## src/rtl/i2c_pot_slave.sv

```systemverilog
module i2c_pot_slave #(
  parameter int          FILT   = 3,
  parameter logic [6:0]  DEV_ID = 7'b0101000
) (
  input  logic       clk,
  input  logic       rst_n,
  input  logic       scl_i,
  input  logic       sda_i,
  input  logic       wp_n,
  input  logic       busy,
  input  logic [7:0] wiper_q,
  input  logic [7:0] init_q,
  output logic       sda_oe,
  output logic       vol_we,
  output logic       nv_we,
  output logic       rd_req,
  output logic       rd_nv,
  output logic [7:0] wr_data
);

  localparam logic [7:0] A_POT = 8'd0;
  localparam logic [7:0] A_ACR = 8'd2;
  localparam logic [3:0] N_BITS = 4'd8;
  localparam logic [3:0] N_ACK  = 4'd9;

  typedef enum logic [2:0] {S_IDLE, S_ID, S_ADDR, S_WDAT, S_RDAT} st_t;

  logic [1:0]      scl_sy, sda_sy;
  logic [FILT-1:0] scl_h, sda_h;
  logic            scl_f, sda_f, scl_d, sda_d;

  always_ff @(posedge clk or negedge rst_n) begin
    if (!rst_n) begin
      scl_sy <= '1; sda_sy <= '1;
      scl_h  <= '1; sda_h  <= '1;
      scl_f  <= 1'b1; sda_f <= 1'b1;
      scl_d  <= 1'b1; sda_d <= 1'b1;
    end else begin
      scl_sy <= {scl_sy[0], scl_i};
      sda_sy <= {sda_sy[0], sda_i};
      scl_h  <= {scl_h[FILT-2:0], scl_sy[1]};
      sda_h  <= {sda_h[FILT-2:0], sda_sy[1]};
      if (&scl_h) scl_f <= 1'b1; else if (~|scl_h) scl_f <= 1'b0;
      if (&sda_h) sda_f <= 1'b1; else if (~|sda_h) sda_f <= 1'b0;
      scl_d <= scl_f;
      sda_d <= sda_f;
    end
  end

  wire start_c = scl_f & scl_d & sda_d & ~sda_f;
  wire stop_c  = scl_f & scl_d & ~sda_d & sda_f;
  wire rise    = scl_f & ~scl_d;
  wire fall    = ~scl_f & scl_d;

  st_t        st;
  logic [3:0] bitcnt;
  logic [7:0] shreg, addr, acr;
  logic       rw, nv_pend, mack;

  wire [7:0] rd_val = (addr == A_POT) ? (acr[7] ? wiper_q : init_q) :
                      (addr == A_ACR) ? acr : 8'h00;

  always_ff @(posedge clk or negedge rst_n) begin
    if (!rst_n) begin
      st <= S_IDLE; bitcnt <= '0; shreg <= '0; addr <= '0; acr <= '0;
      rw <= 1'b0; nv_pend <= 1'b0; mack <= 1'b0;
      sda_oe <= 1'b0; vol_we <= 1'b0; nv_we <= 1'b0;
      rd_req <= 1'b0; rd_nv <= 1'b0; wr_data <= '0;
    end else begin
      vol_we <= 1'b0;
      nv_we  <= 1'b0;
      rd_req <= 1'b0;
      if (busy) begin
        st <= S_IDLE; sda_oe <= 1'b0; nv_pend <= 1'b0; bitcnt <= '0;
      end else if (start_c) begin
        st <= S_ID; bitcnt <= '0; sda_oe <= 1'b0; nv_pend <= 1'b0;
      end else if (stop_c) begin
        st <= S_IDLE; sda_oe <= 1'b0; bitcnt <= '0;
        nv_we <= nv_pend; nv_pend <= 1'b0;
      end else if (st != S_IDLE) begin
        if (rise) begin
          if (bitcnt < N_BITS) begin
            if (st != S_RDAT) shreg <= {shreg[6:0], sda_f};
            bitcnt <= bitcnt + 4'd1;
          end else if (st == S_RDAT && bitcnt == N_ACK) begin
            mack <= ~sda_f;
          end
        end
        if (fall) begin
          if (st == S_RDAT) begin
            if (bitcnt == N_BITS) begin
              sda_oe <= 1'b0;
              bitcnt <= N_ACK;
            end else if (bitcnt == N_ACK) begin
              if (mack) begin
                shreg  <= rd_val;
                sda_oe <= ~rd_val[7];
                bitcnt <= '0;
                rd_req <= (addr == A_POT);
                rd_nv  <= ~acr[7];
              end else begin
                st <= S_IDLE; bitcnt <= '0; sda_oe <= 1'b0;
              end
            end else begin
              shreg  <= {shreg[6:0], 1'b0};
              sda_oe <= ~shreg[6];
            end
          end else if (bitcnt == N_BITS) begin
            bitcnt <= N_ACK;
            case (st)
              S_ID: begin
                if (shreg[7:1] == DEV_ID) begin
                  sda_oe <= 1'b1;
                  rw     <= shreg[0];
                end else begin
                  st <= S_IDLE; bitcnt <= '0;
                end
              end
              S_ADDR: begin
                sda_oe <= 1'b1;
                addr   <= shreg;
              end
              S_WDAT: begin
                if (!wp_n) begin
                  st <= S_IDLE; bitcnt <= '0;
                end else begin
                  sda_oe <= 1'b1;
                  if (addr == A_POT) begin
                    vol_we  <= 1'b1;
                    wr_data <= shreg;
                    nv_pend <= ~acr[7];
                  end else if (addr == A_ACR) begin
                    acr <= shreg;
                  end
                end
              end
              default: ;
            endcase
          end else if (bitcnt == N_ACK) begin
            bitcnt <= '0;
            sda_oe <= 1'b0;
            case (st)
              S_ID: begin
                if (rw) begin
                  st     <= S_RDAT;
                  shreg  <= rd_val;
                  sda_oe <= ~rd_val[7];
                  rd_req <= (addr == A_POT);
                  rd_nv  <= ~acr[7];
                end else begin
                  st <= S_ADDR;
                end
              end
              S_ADDR:  st <= S_WDAT;
              default: ;
            endcase
          end
        end
      end
    end
  end

endmodule

```

## config.mk

```make
export PLATFORM = sky130hd
export DESIGN_NAME = i2c_pot_slave
export DESIGN_NICKNAME = d
export VERILOG_FILES = /design/src/rtl/i2c_pot_slave.sv
export SDC_FILE = /design/constraint.sdc
export NUM_CORES = 1
export LEC_CHECK = 0
export ABC_AREA = 1
export BUFFER_PORTS_ARGS = -buffer_cell sky130_fd_sc_hd__buf_4
export CAP_MARGIN = 20
export CORE_MARGIN = 5
export CORE_UTILIZATION = 55
export DETAILED_ROUTE_END_ITERATION = 10
export PLACE_DENSITY = 0.82
export SYNTH_ARGS = -nofsm -noshare
export SYNTH_HDL_FRONTEND = slang
export SYNTH_SLANG_ARGS = --single-unit
```

## constraint.sdc

```tcl
create_clock -name clk -period 2.5 [get_ports clk]
set_input_delay 0.75 -clock clk [delete_from_list [all_inputs] [get_ports clk]]
set_output_delay 0.75 -clock clk [all_outputs]
set_load 0.05 [all_outputs]
```

==> metrics.md, run 1 <==
| Metric | Value |
|---|---|
| Register Area | 0.00154 mm2 |
| Post-Syn Nets | around 550 |
| CTS Hold Bufs | 0 |
| Vias in the first global route | 3,605 |
| CTS Root Cell | clkbuf_8 |
| Logic pwr share | 16.0% |
| Leak | 2.13 nW |
| Distinct cells, synth | 34 |
| CP Class | register to register |
| Crit path max fanout | 10 |
| WHS Endpoint | sda_sy[1] |
| Tcrit/Tclk final | 90.8% |
| Data arrival time of the worst path | approximately 2.5 ns |
| Critical path launch point type | register |
| Syn-to-layout area delta | 13.4% |
| Drt first pass iters | 6 |
| Gpl congestion | 0.940 |
| Reg2reg path depth | 6 |
| Unrepaired setup endpoints after global routing | false |
| Largest cells by area after synthesis | dfrtp_1 32%, nand2_1 20%, dfstp_2 10% |
| Worst r2r src | sda_f |
| Switch share | 30.3% |
| Multi-input gate area | 0.00183 mm2 |
| Fin worst setup slack | about 0.23 ns |
| CTS buffer count | 9 |
| Hold path start | sda_sy[0] |
| Number of synthesized flops with an enable pin | 0 |
| Synth warnings | 0 |
| Die ar. | 0.00844 mm2 |
| Clk Latency, worst-skew pair | 0.36 ns |
| Max-Cap Viols | 0 |
| Synth Register Bits | 61 |
| DR vias | ~3.7k |
| Die extent in x | 91.9 um |
| Power share of the clock group | 37.9% |
| Top Ports | 35 |
| Final Skew | around 0.012 ns |
| Slew margin rel. | 48.5% |
| Worst VDD drop | 0.328 mV |
| Postcts setup bufs | 0 |
| Worst-path clk slew | 0.07 ns |
| Detailed-route wire length | 10,200 um |
| CP endpoint kind | register |
| Setup_tns | 0 ns |
| Mapped Cells | about 520 |
| Remaining global-route overflow | 0 |
| Antenna violations before repair | 0 |
| Req. time, crit path | 2.77 ns |
| Fill cells | 572 |
| Most frequent cells in the layout | 195 x nand2_1, 65 x nand3_1, 55 x inv_1 |
| Most common cell after layout, fill and taps aside | nand2_1 |
| Worst R2R End | shreg[0] |
| Global-route wire length before repair | 16,600 um |
| Worst hold path depth | 0 |
| Core Area | roughly 0.0064 mm2 |
| Post-Syn Area | 0.00369 mm2 |
| Max frequency | 441 MHz |
| Htree depth | 3 |
| Worst slew pin tran | 0.770 ns |
| Final setup fails | 0 |
| Power Internal | 0.00164 W |
| Nets@finish | 585 |
| Pwr dens | between 500 and 600 mW/mm2 |
| Register area share after synthesis | 41.9% |
| Worst reg2reg setup slack | 0.23 ns |
| Pin count of the biggest net entering global routing | 62 |
| Final Hold Viols | 0 |
| Die height | between 90 and 100 um |
| Clock Sinks | 61 |
| Overall Global Routing Usage | approximately 25% |
| Psw | between 0.0007 and 0.0008 W |
| Post-synth top flop | dfrtp_1 |
| Drt initial violations | 305 |
| TritonCTS clock tree | yes |
| Min Tclk post-route | approximately 2.3 ns |
| Routed WL per cell | 15.9 um |
| Post-CTS sizing | 0 |
| Yosys top cell area share | a little under a third |
| Starting Density | 57.4% |
| IO buf count | 34 |
| Pins Over Slew Limit | 0 |
| Antenna cells | 0 |
| Syn avg cell area | roughly 7.0 um2 |
| Worst slack at placement | roughly 0.21 ns |
| Status | finished, final reports clean |
| Post-DP HPWL | 7210 um |
| Clock Path Buffers | 2 |
| Share of layout cells above drive strength 1 | 16.8% |
| Yosys top cell by area | dfrtp_1 |
| Via/cell ratio | 5.80 |
| DRT antenna net count | 0 |
| Flop pwr share | 46.1% |
| DRC Markers | 0 |
| Row Count | 29 |
| Total power | 0.00236 W |
| Classification of the worst-slack hold path | register to register |
| FFs w/ async S/R, synth | 100% |
## cell type report
type | instances | area share (%)
repair buffers | 38 | 6.83
clock inverters | 4 | 1.14
inverters | 61 | 5.60
well taps | 77 | 2.31
clock buffers | 12 | 3.47
flip-flops and latches | 61 | 36.9
multi-input cells | 389 | 43.7
## logic make-up after synthesis
kind of cell	after synthesis	share of synthesized area, %
AOI/OAI and AO/OA	66	10.2
xor gates and xnor gates	1	0.238
adders and majority gates	3	1.02
buffers and inverters	74	8.55
DFF	61	41.9
and+or+nand+nor	319	38.1
## worst max path at each step
| stage | startpoint | endpoint | slack [ns] | depth (start not counted) |
|---|---|---|---|---|
| final | sda_f | shreg[0] | 0.23 | 6 |
| after global routing | bitcnt[0] | shreg[5] | 0.08 | 13 |
| after CTS | sda_f | shreg[0] | 0.32 | 6 |
| after detailed placement | busy | shreg[7] | 0.21 | 7 |
| after global placement | busy | shreg[0] | 0.21 | 6 |
| after floorplan | bitcnt[0] | addr[3] | 0.70 | 10 |
## registers in the layout, summed over array words and instances, names as in the netlist, 2 cells and up
register,cells
scl_sy,2
wr_data,8
sda_sy,2
shreg,8
addr,8
sda_h,3
scl_h,3
acr,8
st,3
bitcnt,4
## synth_stat cells (all sizes together) (2+ instances only)
| library cell | number |
|---|---|
| dfrtp | 47 |
| nand2 | 196 |
| a211oi | 2 |
| nand4 | 5 |
| clkbuf | 4 |
| o21ai | 48 |
| inv | 60 |
| nor2 | 34 |
| nand3 | 70 |
| nor3 | 9 |
| a21oi | 11 |
| ha | 3 |
| nand3b | 2 |
| buf | 9 |
| nor4 | 2 |
| o22ai | 2 |
| dfstp | 14 |
## power by group through the flow
stage / clock network (W) / logic, W / registers (W)
final: 0.000895 / 0.000376 / 0.00109
after global placement: 0 / 0.000358 / 0.00110
after floorplan: 0 / 0.000247 / 0.00109
after global routing: 0.000955 / 0.000424 / 0.00109
after CTS: 0.000899 / 0.000370 / 0.00109
after detailed placement: 0 / 0.000367 / 0.00110
## worst max-delay path, stage by stage, from the launching register on
cell	delay [ns]
dfstp_2	0.56
inv_1	0.09
nand3_1	0.14
nand3_2	0.25
nor2_1	0.68
inv_2	0.25
a21oi_1	0.21
## per-layer routing
layer | part of all wire, % | global-route usage [%] | vias up
li1 | - | - | 1761
met1 | 41 | 30.0 | 1760
met2 | 49 | 42.5 | 172
met3 | 7.8 | 5.48 | 30
met4 | 2.8 | 12.4 | 0
met5 | 0 | 0 | -
## through the flow
step	area, um2	cells	hold WS, ns	util, %
global placement	3990	626	0.346	62.1
global route	4180	642	0.359	65.1
finish	4180	642	0.343	65.1
detailed placement	3990	626	0.347	62.1
floorplan	3690	524	0.345	-
CTS	4180	642	0.351	65.1
(Power assumes the default switching activity.)
==> run 2, diff against run 1 <==
Settings changed: PLACE_DENSITY 0.82 to 0.75.
==> run 2 against run 1 <==
Clock power shrank 0.9%. Hold slack gained 0.013 ns. Setup slack gained 0.13 ns. Sequential power is essentially flat. Sequential cell count is the same. Critical path type unchanged. Largest power group unchanged.
==> metrics.md, run 2 (synthesis results as in run 1) <==
| Metric | Value |
|---|---|
| Die ar. | 0.00844 mm2 (unchanged) |
| Die extent in x | 91.9 um (unchanged) |
| Top Ports | 35 (unchanged) |
| CTS Root Cell | clkbuf_8 |
| CP endpoint kind | register |
| Syn-to-layout area delta | 14.0% |
| Layout Utilization | 65.4% (+0.35 points) |
| Critical Path Most Common Cell | nand2_1 |
| Max frequency | 468 MHz (+6.3%) |
| Overall Global Routing Usage | 23.6% (-1.4 points) |
| Drt initial violations | 244 (-20%) |
| CP Class | register to register |
| Largest delay share family, worst path | simple AND/OR/NAND/NOR gates |
| Fill cells | 589 (+3.0%) |
| Post-route cell area | 0.00420 mm2 (+0.54%) |
| Req. time, crit path | 2.73 ns (-0.04 ns) |
| Slew margin rel. | 49.1% (+0.61 points) |
| Multi-input gate area | 0.00183 mm2 (unchanged) |
| Worst slew pin tran | 0.763 ns (-0.00637 ns) |
| Critical path launch point type | register |
| Share of layout cells above drive strength 1 | 17.5% (+0.65 points) |
| Pins Over Slew Limit | 0 (unchanged) |
| Crit path max fanout | 12 (+2) |
| Starting Density | 57.4% (unchanged) |
| Flop pwr share | 46.4% (+0.3 points) |
| Total power | 0.00234 W (-0.77%) |
| Most frequent cells in the layout | 195 x nand2_1, 65 x nand3_1, 55 x inv_1 |
| Clock Path Buffers | 2 (unchanged) |
| Met2 WL | 4440 um (-11%) |
| Row Count | 29 (unchanged) |
| Finished Layout Cells | 644 (+0.31%) |
| Postcts setup bufs | 0 (unchanged) |
| CTS buffer count | 9 (unchanged) |
| Global-route wire length before repair | 16,000 um (-3.8%) |
| Post-DP HPWL | 6790 um (-5.8%) |
| Register Area | 0.00154 mm2 (unchanged) |
| Die height | 91.9 um (unchanged) |
| Data arrival time of the worst path | 2.36 ns (-0.18 ns) |
| Post-CTS sizing | 0 (unchanged) |
| Power share of the clock group | 37.9% (about the same) |
| Setup_tns | 0 ns (unchanged) |
| Switch share | 29.8% (-0.47 points) |
| Final Skew | 0.0108 ns (-0.000814 ns) |
| Remaining global-route overflow | 0 (unchanged) |
| Tcrit/Tclk final | 85.4% (-5.4 points) |
| Psw | 0.000698 W (-2.3%) |
| Vias in the first global route | 3,346 (-7.2%) |
| Slowest CP cell | dfrtp_1 |
| Most common cell after layout, fill and taps aside | nand2_1 |
| Pwr dens | 557 mW/mm2 (-1.3%) |
| Placed Instances | 628 (+0.32%) |
| Clk Latency, worst-skew pair | 0.34 ns (-0.02 ns) |
| Drt first pass iters | 5 (-1) |
| Nets@finish | 587 (+0.34%) |
| Min Tclk post-route | 2.14 ns (-0.135 ns) |
| DR vias | 3,565 (-4.2%) |
| Unrepaired setup endpoints after global routing | false |
| Placed cell areas | 0.00400 mm2 (+0.38%) |
| DRT antenna net count | 0 (unchanged) |
| Routed WL per cell | 14.7 um (-7.8%) |
| Final Hold Viols | 0 (unchanged) |
| DRC Markers | 0 (unchanged) |
| Wire length on met3 | 694 um (-13%) |
| Detailed-route wire length | 9450 um (-7.5%) |
| Power Internal | 0.00164 W (about the same) |
| Final setup fails | 0 (unchanged) |
| Buf+Inv Stages, Crit Path | 3 (+1) |
| IO buf count | 34 (unchanged) |
| Max-Cap Viols | 0 (unchanged) |
| CTS Hold Bufs | 0 (unchanged) |
| Metal-1 WL | 4200 um (+0.77%) |
| Antenna violations before repair | 0 (unchanged) |
| Worst VDD drop | 0.438 mV (+34%) |
| Status | finished, final reports clean |
| Via/cell ratio | 5.54 (-4.5%) |
| Pin count of the biggest net entering global routing | 62 (unchanged) |
| Logic pwr share | 15.7% (-0.3 points) |
| Highest Signal Layer | met4 |
| Antenna cells | 0 (unchanged) |
| Leak | 2.14 nW (+0.42%) |
| Htree depth | 3 (unchanged) |
| Classification of the worst-slack hold path | register to register |
| TritonCTS clock tree | yes |
| Critical-path cell list | inv_1 > ha_1 > nand3_2 > inv_1 > nor2_1 > nand2_1 > nand2_1 > inv_1 > nand2_1 > nand2_1 > nand2_1 > nand2_1 > nand2_1 |
| Clock Sinks | 61 (unchanged) |
| CP max stage delay | 0.42 ns (-0.26 ns) |
| Core Area | 0.00642 mm2 (unchanged) |
| Worst-path clk slew | 0.07 ns (about the same) |
| Gpl congestion | 0.941 (about the same) |
[run 2: routing by layer]
metal  vias up  GRT usage (%)
met5         -              0
met4         0           7.30
met3        12           5.07
met2       158           37.7
met1      1635           32.4
li1       1760              -
[run 2: power groups by stage]
stage	Clock [W]	Combinational [W]	Sequential, W
global route	0.000961	0.000415	0.00109
finish	0.000887	0.000368	0.00109
global placement	0	0.000356	0.00110
detailed placement	0	0.000362	0.00110
CTS	0.000904	0.000364	0.00108
floorplan	0	0.000247	0.00109
[run 2: worst paths after layout]
| kind | from | to | slack (ns) | cells after the start |
|---|---|---|---|---|
| max | bitcnt[0] | shreg[1] | 0.36 | 13 |
| min reg2reg | sda_sy[0] | sda_sy[1] | 0.36 | 0 |
| max reg2reg | bitcnt[0] | shreg[1] | 0.36 | 13 |
| min | sda_sy[0] | sda_sy[1] | 0.36 | 0 |
| max in group asynchronous | rst_n | shreg[2] | 1.51 | 1 |
| min in group asynchronous | rst_n | vol_we | 0.47 | 1 |
[run 2: through the flow]
stage / hold WS, ns / worst slack, ns
finish: 0.356 / 0.365
global route: 0.359 / 0.173
CTS: 0.357 / 0.409
detailed placement: 0.347 / 0.378
global placement: 0.345 / 0.403
floorplan: 0.345 / 0.696
[run 2: area by class of cell]
class,count,area share [%]
inverters,61,5.57
well taps,77,2.29
repair buffers,40,7.15
multi-input cells,389,43.5
flip-flops and latches,61,36.7
clock buffers,10,3.28
clock inverters,6,1.49
[run 2: worst register-to-register path: stages (launching register included)]
cell	delay, ns
dfrtp_1	0.42
inv_1	0.11
ha_1	0.23
nand3_2	0.25
inv_1	0.37
nor2_1	0.19
nand2_1	0.09
nand2_1	0.05
inv_1	0.05
nand2_1	0.05
nand2_1	0.05
nand2_1	0.05
nand2_1	0.05
nand2_1	0.06
